## src/rtl/aes_cf_pkg.sv

```systemverilog
package aes_cf_pkg;
  localparam int BYTE_W = 8;
  localparam int NIB_W  = BYTE_W / 2;
  localparam int MAT_W  = BYTE_W * BYTE_W;
  localparam logic [NIB_W-1:0]  NIB_POLY = 4'h3;   // x^4 + x + 1
  localparam logic [BYTE_W-1:0] AFF_C    = 8'h63;

  typedef logic [NIB_W-1:0]  nib_t;
  typedef logic [BYTE_W-1:0] byte_t;
  typedef logic [MAT_W-1:0]  mat_t;

  function automatic nib_t gf4_mul(nib_t a, nib_t b);
    nib_t r = '0;
    nib_t t = a;
    for (int i = 0; i < NIB_W; i++) begin
      if (b[i]) r = r ^ t;
      t = t[NIB_W-1] ? ({t[NIB_W-2:0], 1'b0} ^ NIB_POLY) : {t[NIB_W-2:0], 1'b0};
    end
    return r;
  endfunction

  function automatic nib_t gf4_sq(nib_t a);
    return gf4_mul(a, a);
  endfunction

  // a^-1 = a^14 = a^8 * a^4 * a^2 ; zero maps to zero
  function automatic nib_t gf4_inv(nib_t a);
    nib_t a2 = gf4_sq(a);
    nib_t a4 = gf4_sq(a2);
    nib_t a8 = gf4_sq(a4);
    return gf4_mul(gf4_mul(a8, a4), a2);
  endfunction

  // element = hi*y + lo, with y^2 = y + lam
  function automatic byte_t cf_mul(byte_t a, byte_t b, nib_t lam);
    nib_t hh = gf4_mul(a[7:4], b[7:4]);
    nib_t hi = hh ^ gf4_mul(a[7:4], b[3:0]) ^ gf4_mul(a[3:0], b[7:4]);
    nib_t lo = gf4_mul(hh, lam) ^ gf4_mul(a[3:0], b[3:0]);
    return {hi, lo};
  endfunction

  function automatic nib_t cf_norm(byte_t a, nib_t lam);
    return gf4_mul(gf4_sq(a[7:4]), lam) ^ gf4_mul(a[7:4], a[3:0]) ^ gf4_sq(a[3:0]);
  endfunction

  function automatic byte_t cf_inv(byte_t a, nib_t lam);
    nib_t di = gf4_inv(cf_norm(a, lam));
    return {gf4_mul(a[7:4], di), gf4_mul(a[7:4] ^ a[3:0], di)};
  endfunction

  // first lam for which y^2 + y + lam has no root in GF(2^4)
  function automatic nib_t find_lambda();
    for (int l = 1; l < 16; l++) begin
      bit hit = 1'b0;
      for (int y = 0; y < 16; y++)
        if ((gf4_sq(nib_t'(y)) ^ nib_t'(y)) == nib_t'(l)) hit = 1'b1;
      if (!hit) return nib_t'(l);
    end
    return nib_t'(0);
  endfunction

  // a composite-field root of x^8 + x^4 + x^3 + x + 1
  function automatic byte_t find_root(nib_t lam);
    for (int c = 2; c < 256; c++) begin
      byte_t p = byte_t'(1);
      byte_t acc = byte_t'(1);
      for (int e = 1; e <= 8; e++) begin
        p = cf_mul(p, byte_t'(c), lam);
        if (e == 1 || e == 3 || e == 4 || e == 8) acc = acc ^ p;
      end
      if (acc == '0) return byte_t'(c);
    end
    return '0;
  endfunction

  function automatic byte_t mat_apply(mat_t m, byte_t v);
    byte_t r = '0;
    for (int i = 0; i < BYTE_W; i++)
      if (v[i]) r = r ^ m[i*BYTE_W +: BYTE_W];
    return r;
  endfunction

  function automatic byte_t mat_row(mat_t m, int k);
    byte_t r;
    for (int i = 0; i < BYTE_W; i++) r[i] = m[i*BYTE_W + k];
    return r;
  endfunction

  function automatic byte_t rotl(byte_t b, int n);
    byte_t r = (b << n) | (b >> (BYTE_W - n));
    return r;
  endfunction

  function automatic byte_t aff_lin(byte_t b);
    return b ^ rotl(b, 1) ^ rotl(b, 2) ^ rotl(b, 3) ^ rotl(b, 4);
  endfunction

  // column i is root^i : standard basis -> composite basis
  function automatic mat_t build_fwd(byte_t root, nib_t lam);
    mat_t m = '0;
    byte_t p = byte_t'(1);
    for (int i = 0; i < BYTE_W; i++) begin
      m[i*BYTE_W +: BYTE_W] = p;
      p = cf_mul(p, root, lam);
    end
    return m;
  endfunction

  // inverse of the forward map, followed by the linear part of the affine step
  function automatic mat_t build_back(mat_t fwd);
    mat_t m = '0;
    for (int j = 0; j < BYTE_W; j++) begin
      byte_t col = '0;
      for (int a = 0; a < 256; a++)
        if (mat_apply(fwd, byte_t'(a)) == byte_t'(1 << j)) col = byte_t'(a);
      m[j*BYTE_W +: BYTE_W] = aff_lin(col);
    end
    return m;
  endfunction
endpackage

```

## src/rtl/cf_lin_map.sv

```systemverilog
module cf_lin_map
  import aes_cf_pkg::*;
#(
  parameter mat_t  MAT    = '0,
  parameter byte_t OFFSET = '0
) (
  input  byte_t din,
  output byte_t dout
);
  for (genvar k = 0; k < BYTE_W; k++) begin : g_bit
    localparam byte_t ROW = mat_row(MAT, k);
    assign dout[k] = (^(din & ROW)) ^ OFFSET[k];
  end
endmodule

```

## src/rtl/cf_inverter.sv

```systemverilog
module cf_inverter
  import aes_cf_pkg::*;
#(
  parameter nib_t LAM = 4'h8
) (
  input  byte_t a,
  output byte_t a_inv
);
  nib_t norm;
  nib_t norm_inv;
  assign norm     = cf_norm(a, LAM);
  assign norm_inv = gf4_inv(norm);
  assign a_inv    = {gf4_mul(a[7:4], norm_inv), gf4_mul(a[7:4] ^ a[3:0], norm_inv)};
endmodule

```

## src/rtl/hs_stage_ctrl.sv

```systemverilog
module hs_stage_ctrl (
  input  logic clk,
  input  logic rst_n,
  input  logic in_req,
  input  logic out_ack,
  output logic in_ack,
  output logic out_req,
  output logic load
);
  logic full;

  assign load = in_req & ~in_ack & ~full;

  always_ff @(posedge clk or negedge rst_n) begin
    if (!rst_n) begin
      in_ack  <= 1'b0;
      out_req <= 1'b0;
      full    <= 1'b0;
    end else begin
      if (load) begin
        in_ack  <= 1'b1;
        out_req <= 1'b1;
        full    <= 1'b1;
      end else begin
        if (in_ack && !in_req) in_ack <= 1'b0;
        if (out_req && out_ack) out_req <= 1'b0;
        if (full && !out_req && !out_ack) full <= 1'b0;
      end
    end
  end

  p_ack_hold_r3: assert property (@(posedge clk) disable iff (!rst_n)
    in_ack && in_req |=> in_ack);
  p_ack_cause_r3: assert property (@(posedge clk) disable iff (!rst_n)
    !in_req |=> !$rose(in_ack));
  p_ack_release_r4: assert property (@(posedge clk) disable iff (!rst_n)
    in_ack && !in_req |=> !in_ack);
  p_req_hold_r5: assert property (@(posedge clk) disable iff (!rst_n)
    out_req && !out_ack |=> out_req);
  p_req_release_r5: assert property (@(posedge clk) disable iff (!rst_n)
    out_req && out_ack |=> !out_req);
  p_no_accept_busy_r7: assert property (@(posedge clk) disable iff (!rst_n)
    (out_req || out_ack) |=> !$rose(in_ack));
endmodule

```

## src/rtl/aes_cf_sbox_stage.sv

```systemverilog
module aes_cf_sbox_stage
  import aes_cf_pkg::*;
(
  input  logic        clk,
  input  logic        rst_n,
  input  logic        in_req,
  input  logic [7:0]  in_data,
  output logic        in_ack,
  output logic        out_req,
  input  logic        out_ack,
  output logic [7:0]  out_data
);
  localparam nib_t  LAM  = find_lambda();
  localparam byte_t ROOT = find_root(LAM);
  localparam mat_t  FWD  = build_fwd(ROOT, LAM);
  localparam mat_t  BACK = build_back(FWD);

  byte_t fld_in;
  byte_t fld_inv;
  byte_t sub_byte;
  byte_t data_q;
  logic  load;

  cf_lin_map #(.MAT(FWD), .OFFSET('0)) i_to_field (
    .din (in_data),
    .dout(fld_in)
  );

  cf_inverter #(.LAM(LAM)) i_inv (
    .a    (fld_in),
    .a_inv(fld_inv)
  );

  cf_lin_map #(.MAT(BACK), .OFFSET(AFF_C)) i_from_field (
    .din (fld_inv),
    .dout(sub_byte)
  );

  hs_stage_ctrl i_ctrl (
    .clk    (clk),
    .rst_n  (rst_n),
    .in_req (in_req),
    .out_ack(out_ack),
    .in_ack (in_ack),
    .out_req(out_req),
    .load   (load)
  );

  always_ff @(posedge clk or negedge rst_n) begin
    if (!rst_n)    data_q <= '0;
    else if (load) data_q <= sub_byte;
  end

  assign out_data = data_q;

  p_field_inverse_r1: assert property (@(posedge clk) disable iff (!rst_n)
    load && fld_in != '0 |-> cf_mul(fld_in, fld_inv, LAM) == byte_t'(1));
  p_zero_map_r2: assert property (@(posedge clk) disable iff (!rst_n)
    load && in_data == '0 |=> out_data == AFF_C);
  p_out_stable_r6: assert property (@(posedge clk) disable iff (!rst_n)
    out_req && !out_ack |=> $stable(out_data));
endmodule

```

## config.mk

```make
export PLATFORM = sky130hd
export DESIGN_NAME = aes_cf_sbox_stage
export DESIGN_NICKNAME = d
export VERILOG_FILES = /design/src/rtl/aes_cf_pkg.sv /design/src/rtl/cf_lin_map.sv /design/src/rtl/cf_inverter.sv /design/src/rtl/hs_stage_ctrl.sv /design/src/rtl/aes_cf_sbox_stage.sv
export SDC_FILE = /design/constraint.sdc
export NUM_CORES = 1
export LEC_CHECK = 0
export BUFFER_PORTS_ARGS = -buffer_cell sky130_fd_sc_hd__buf_4
export CAP_MARGIN = 20
export CORE_ASPECT_RATIO = 1.4
export CORE_UTILIZATION = 45
export CTS_BUF_LIST = sky130_fd_sc_hd__clkbuf_4 sky130_fd_sc_hd__clkbuf_8 sky130_fd_sc_hd__clkbuf_16
export DETAILED_ROUTE_END_ITERATION = 8
export GPL_TIMING_DRIVEN = 1
export PLACE_DENSITY = 0.63
export SYNTH_ARGS = -nofsm -noshare
export SYNTH_HDL_FRONTEND = slang
export SYNTH_HIERARCHICAL = 1
export SYNTH_SLANG_ARGS = --single-unit
```

## constraint.sdc

```tcl
create_clock -name clk -period 3 [get_ports clk]
set_input_delay 0.45 -clock clk [delete_from_list [all_inputs] [get_ports clk]]
set_output_delay 0.45 -clock clk [all_outputs]
set_load 0.02 [all_outputs]
```

==> flow_summary.ini <==
[setup_path]
startpoint_type = input pin
cp.required_ps = 3130
r2r-start = i_ctrl/in_ack
startpoint = in_data[4]
criticalPathCategory = in -> reg
crit_path_max_fanout = 5
end_kind = flip-flop
slowest_stage = or4b_1
r2r_setup_slack_ps = 1340
worstReg2RegEnd = out_data[5]
worst_r2r_path_depth = 3
cp.arrival_ps = 7080
cpPeakStageDelay_ps = 530

[final_layout]
n_fill_cell = 610
final_nets = 565
fin_util = 0.689
drive_gt1_frac = 0.501
multiInputGateArea_sq_mm = 0.00341
diodes = 0
area_delta_synth_final_pct = 47.0
seq_area_sq_um = 275

[synth]
synth_largest_area_cell = xnor2_1
synth_edf_count = 0
synth_top_area_frac = 0.0877
synthFlopType = dfrtp_1
yosysWarnings = 6
syn_avg_cell_area_sq_um = 8.38
yosysUniqueCellTypes = 95
yosys-top-cells-area = xnor2_1, dfrtp_1, xor2_1
synth-async-reset-ratio = 1.00
syn_area_sq_mm = 0.00350
synth_cells = 417
ys_seq_area_frac = 0.0787
synth_seq_cells = 11
synth_fp_nets = 436

[placed_design]
dp.final_hpwl_um = 8010
io_buffers = 21
gp_congestion = 0.942

[timing]
skew_ps = 3.72
fin_crit_ps = 6950
hold_viol = 0
worst_slack_ps = -3950
finalSetupTns_ps = -30390
post-route-period-util = 2.32
slew_headroom = 0.516
fmax_ghz = 0.144
finalSetupViolCount = 8
rsz0062_at_grt = true
worst_slew_pin_slew_ps = 721
hold_slack_ps = 26.6
drv_slew = 0

[route]
post_drt_wl_per_cell_um = 17.1
wl_met1_um = 4070
met2_length_um = 6000
ant_nets = 0
wirelength_um = 11000
route.detailed.drc = 0
route.met3.wl_um = 302
firstDrtPassIters = 6
vias_per_cell = 5.87
drt_iter0_markers = 173
vias = 3770
routed.top_layer = met4

[hold_path]
worstHoldPathType = in -> async

[grt]
grt_usage = 0.269
overflow = 0
antenna_found_initial = 0
grt_max_degree = 28
grt_pass1_vias = 3768
grt_pass1_wl_um = 17700

[clock_network]
cts_hold_buf = 0
clk_path_buf_depth = 2
cts_inserted_buffers = 3
cts_tree = yes
clockRootBuffer = clkbuf_8
insertion_delay_ps = 250
htreeDepth = 1
cts.clk_slew.worst_paths_ps = 50
cts.sinks = 11

[floorplanning]
core_sq_mm = 0.00745
io_pins = 22
die_area_sq_mm = 0.00813
start_util = 0.469
die_h_um = 106
fp.dieW_um = 76.5
row_count = 37

[status]
violations = setup timing
run_status = finished with violations

[run]
maxCapViolCount = 0
[placed cells by master (no fill, tap or decap), types with 8 or more instances in the layout]
| master | Yosys | final |
|---|---|---|
| xor2_1 | 19 | 14 |
| buf_4 | 4 | 148 |
| buf_6 | 12 | 9 |
| nor3_1 | 18 | 15 |
| mux2_4 | 9 | 9 |
| xnor2_1 | 35 | 24 |
| mux2i_1 | 9 | 8 |
| xnor2_2 | 5 | 13 |
| dfrtp_1 | 11 | 11 |
| nor2_1 | 26 | 24 |
| o21ai_0 | 19 | 13 |
| nand2_1 | 40 | 39 |
| a21oi_1 | 18 | 15 |
| o21ai_1 | 5 | 9 |
[synthesized netlist by cell type (all sizes together), types with 3 or more instances]
cell type	n
nand2	43
xnor2	40
nor2	27
o21ai	25
buf	24
xor2	22
nor3	20
a21oi	19
inv	12
dfrtp	11
clkbuf	10
mux2i	10
mux2	9
nand3	9
o211ai	9
xnor3	8
ha	7
a211oi	6
nand4	6
or3	6
a2bb2oi	5
and3	5
nor4	5
xor3	5
a22oi	4
nor2b	4
o21a	4
o31ai	4
a22o	3
a31oi	3
and2	3
nor3b	3
o2111ai	3
o211a	3
o221ai	3
o22ai	3
or2	3
[critical path, delay by kind of cell]
family	cells	cell delay, ps
AO/OA/AOI/OAI	9	1570
AND/OR/NAND/NOR	4	990
adder cells (fa/ha/maj)	3	860
buffers and inverters	6	660
multiplexers	3	530
XOR/XNOR	8	2010
[cell families after synthesis]
family,count (synthesis),share of synthesized area
flip-flops,11,0.0787
XOR/XNOR,75,0.264
multiplexers,19,0.0684
adder cells (fa/ha/maj),7,0.0251
AND/OR/NAND/NOR,142,0.213
buffers and inverters,46,0.0884
AO/OA/AOI/OAI,117,0.262
[worst max path at each step]
stage / slack (ps) / depth (start not counted) / end
floorplan: -4360 / 35 / out_data[4]
global placement: -4270 / 31 / out_data[4]
global route: -4270 / 33 / out_data[4]
finish: -3950 / 33 / out_data[4]
CTS: -3930 / 32 / out_data[4]
detailed placement: -4360 / 32 / out_data[4]
[per-stage QoR]
step	worst slack, ps	instances	instance area (sq um)
5_1_grt	-4270	642	5140
4_1_cts	-3930	638	4970
2_1_floorplan	-4360	417	3710
6_report	-3950	642	5140
3_5_place_dp	-4360	617	4580
3_3_place_gp	-4270	617	4580
[layer usage]
layer,global-route usage,vias up
met3,0.0120,45
met5,0,-
met4,0.159,0
met1,0.286,1811
met2,0.518,132
li1,-,1782
[state kept, by name (all words and copies together), names as in the netlist]
| name | flops |
|---|---|
| out_data | 8 |
| i_ctrl/full | 1 |
| i_ctrl/in_ack | 1 |
| i_ctrl/out_req | 1 |
[timing repair]
action | in CTS | in global routing
setup buffers | 18 | 6
pin swaps | 25 | 11
setup endpoints to repair | 8 | 8
resized for setup | 45 | 20
[layout make-up]
type | instances | share of cell area
Timing Repair Buffer | 158 | 0.239
Tap cell | 97 | 0.0236
Multi-Input combinational cell | 360 | 0.664
Sequential cell | 11 | 0.0536
Inverter | 12 | 0.0102
Clock buffer | 4 | 0.00950
Power is left out: the tool's default activity adds up to more than one toggle a clock period on the data nets, which glitch-free logic cannot reach.
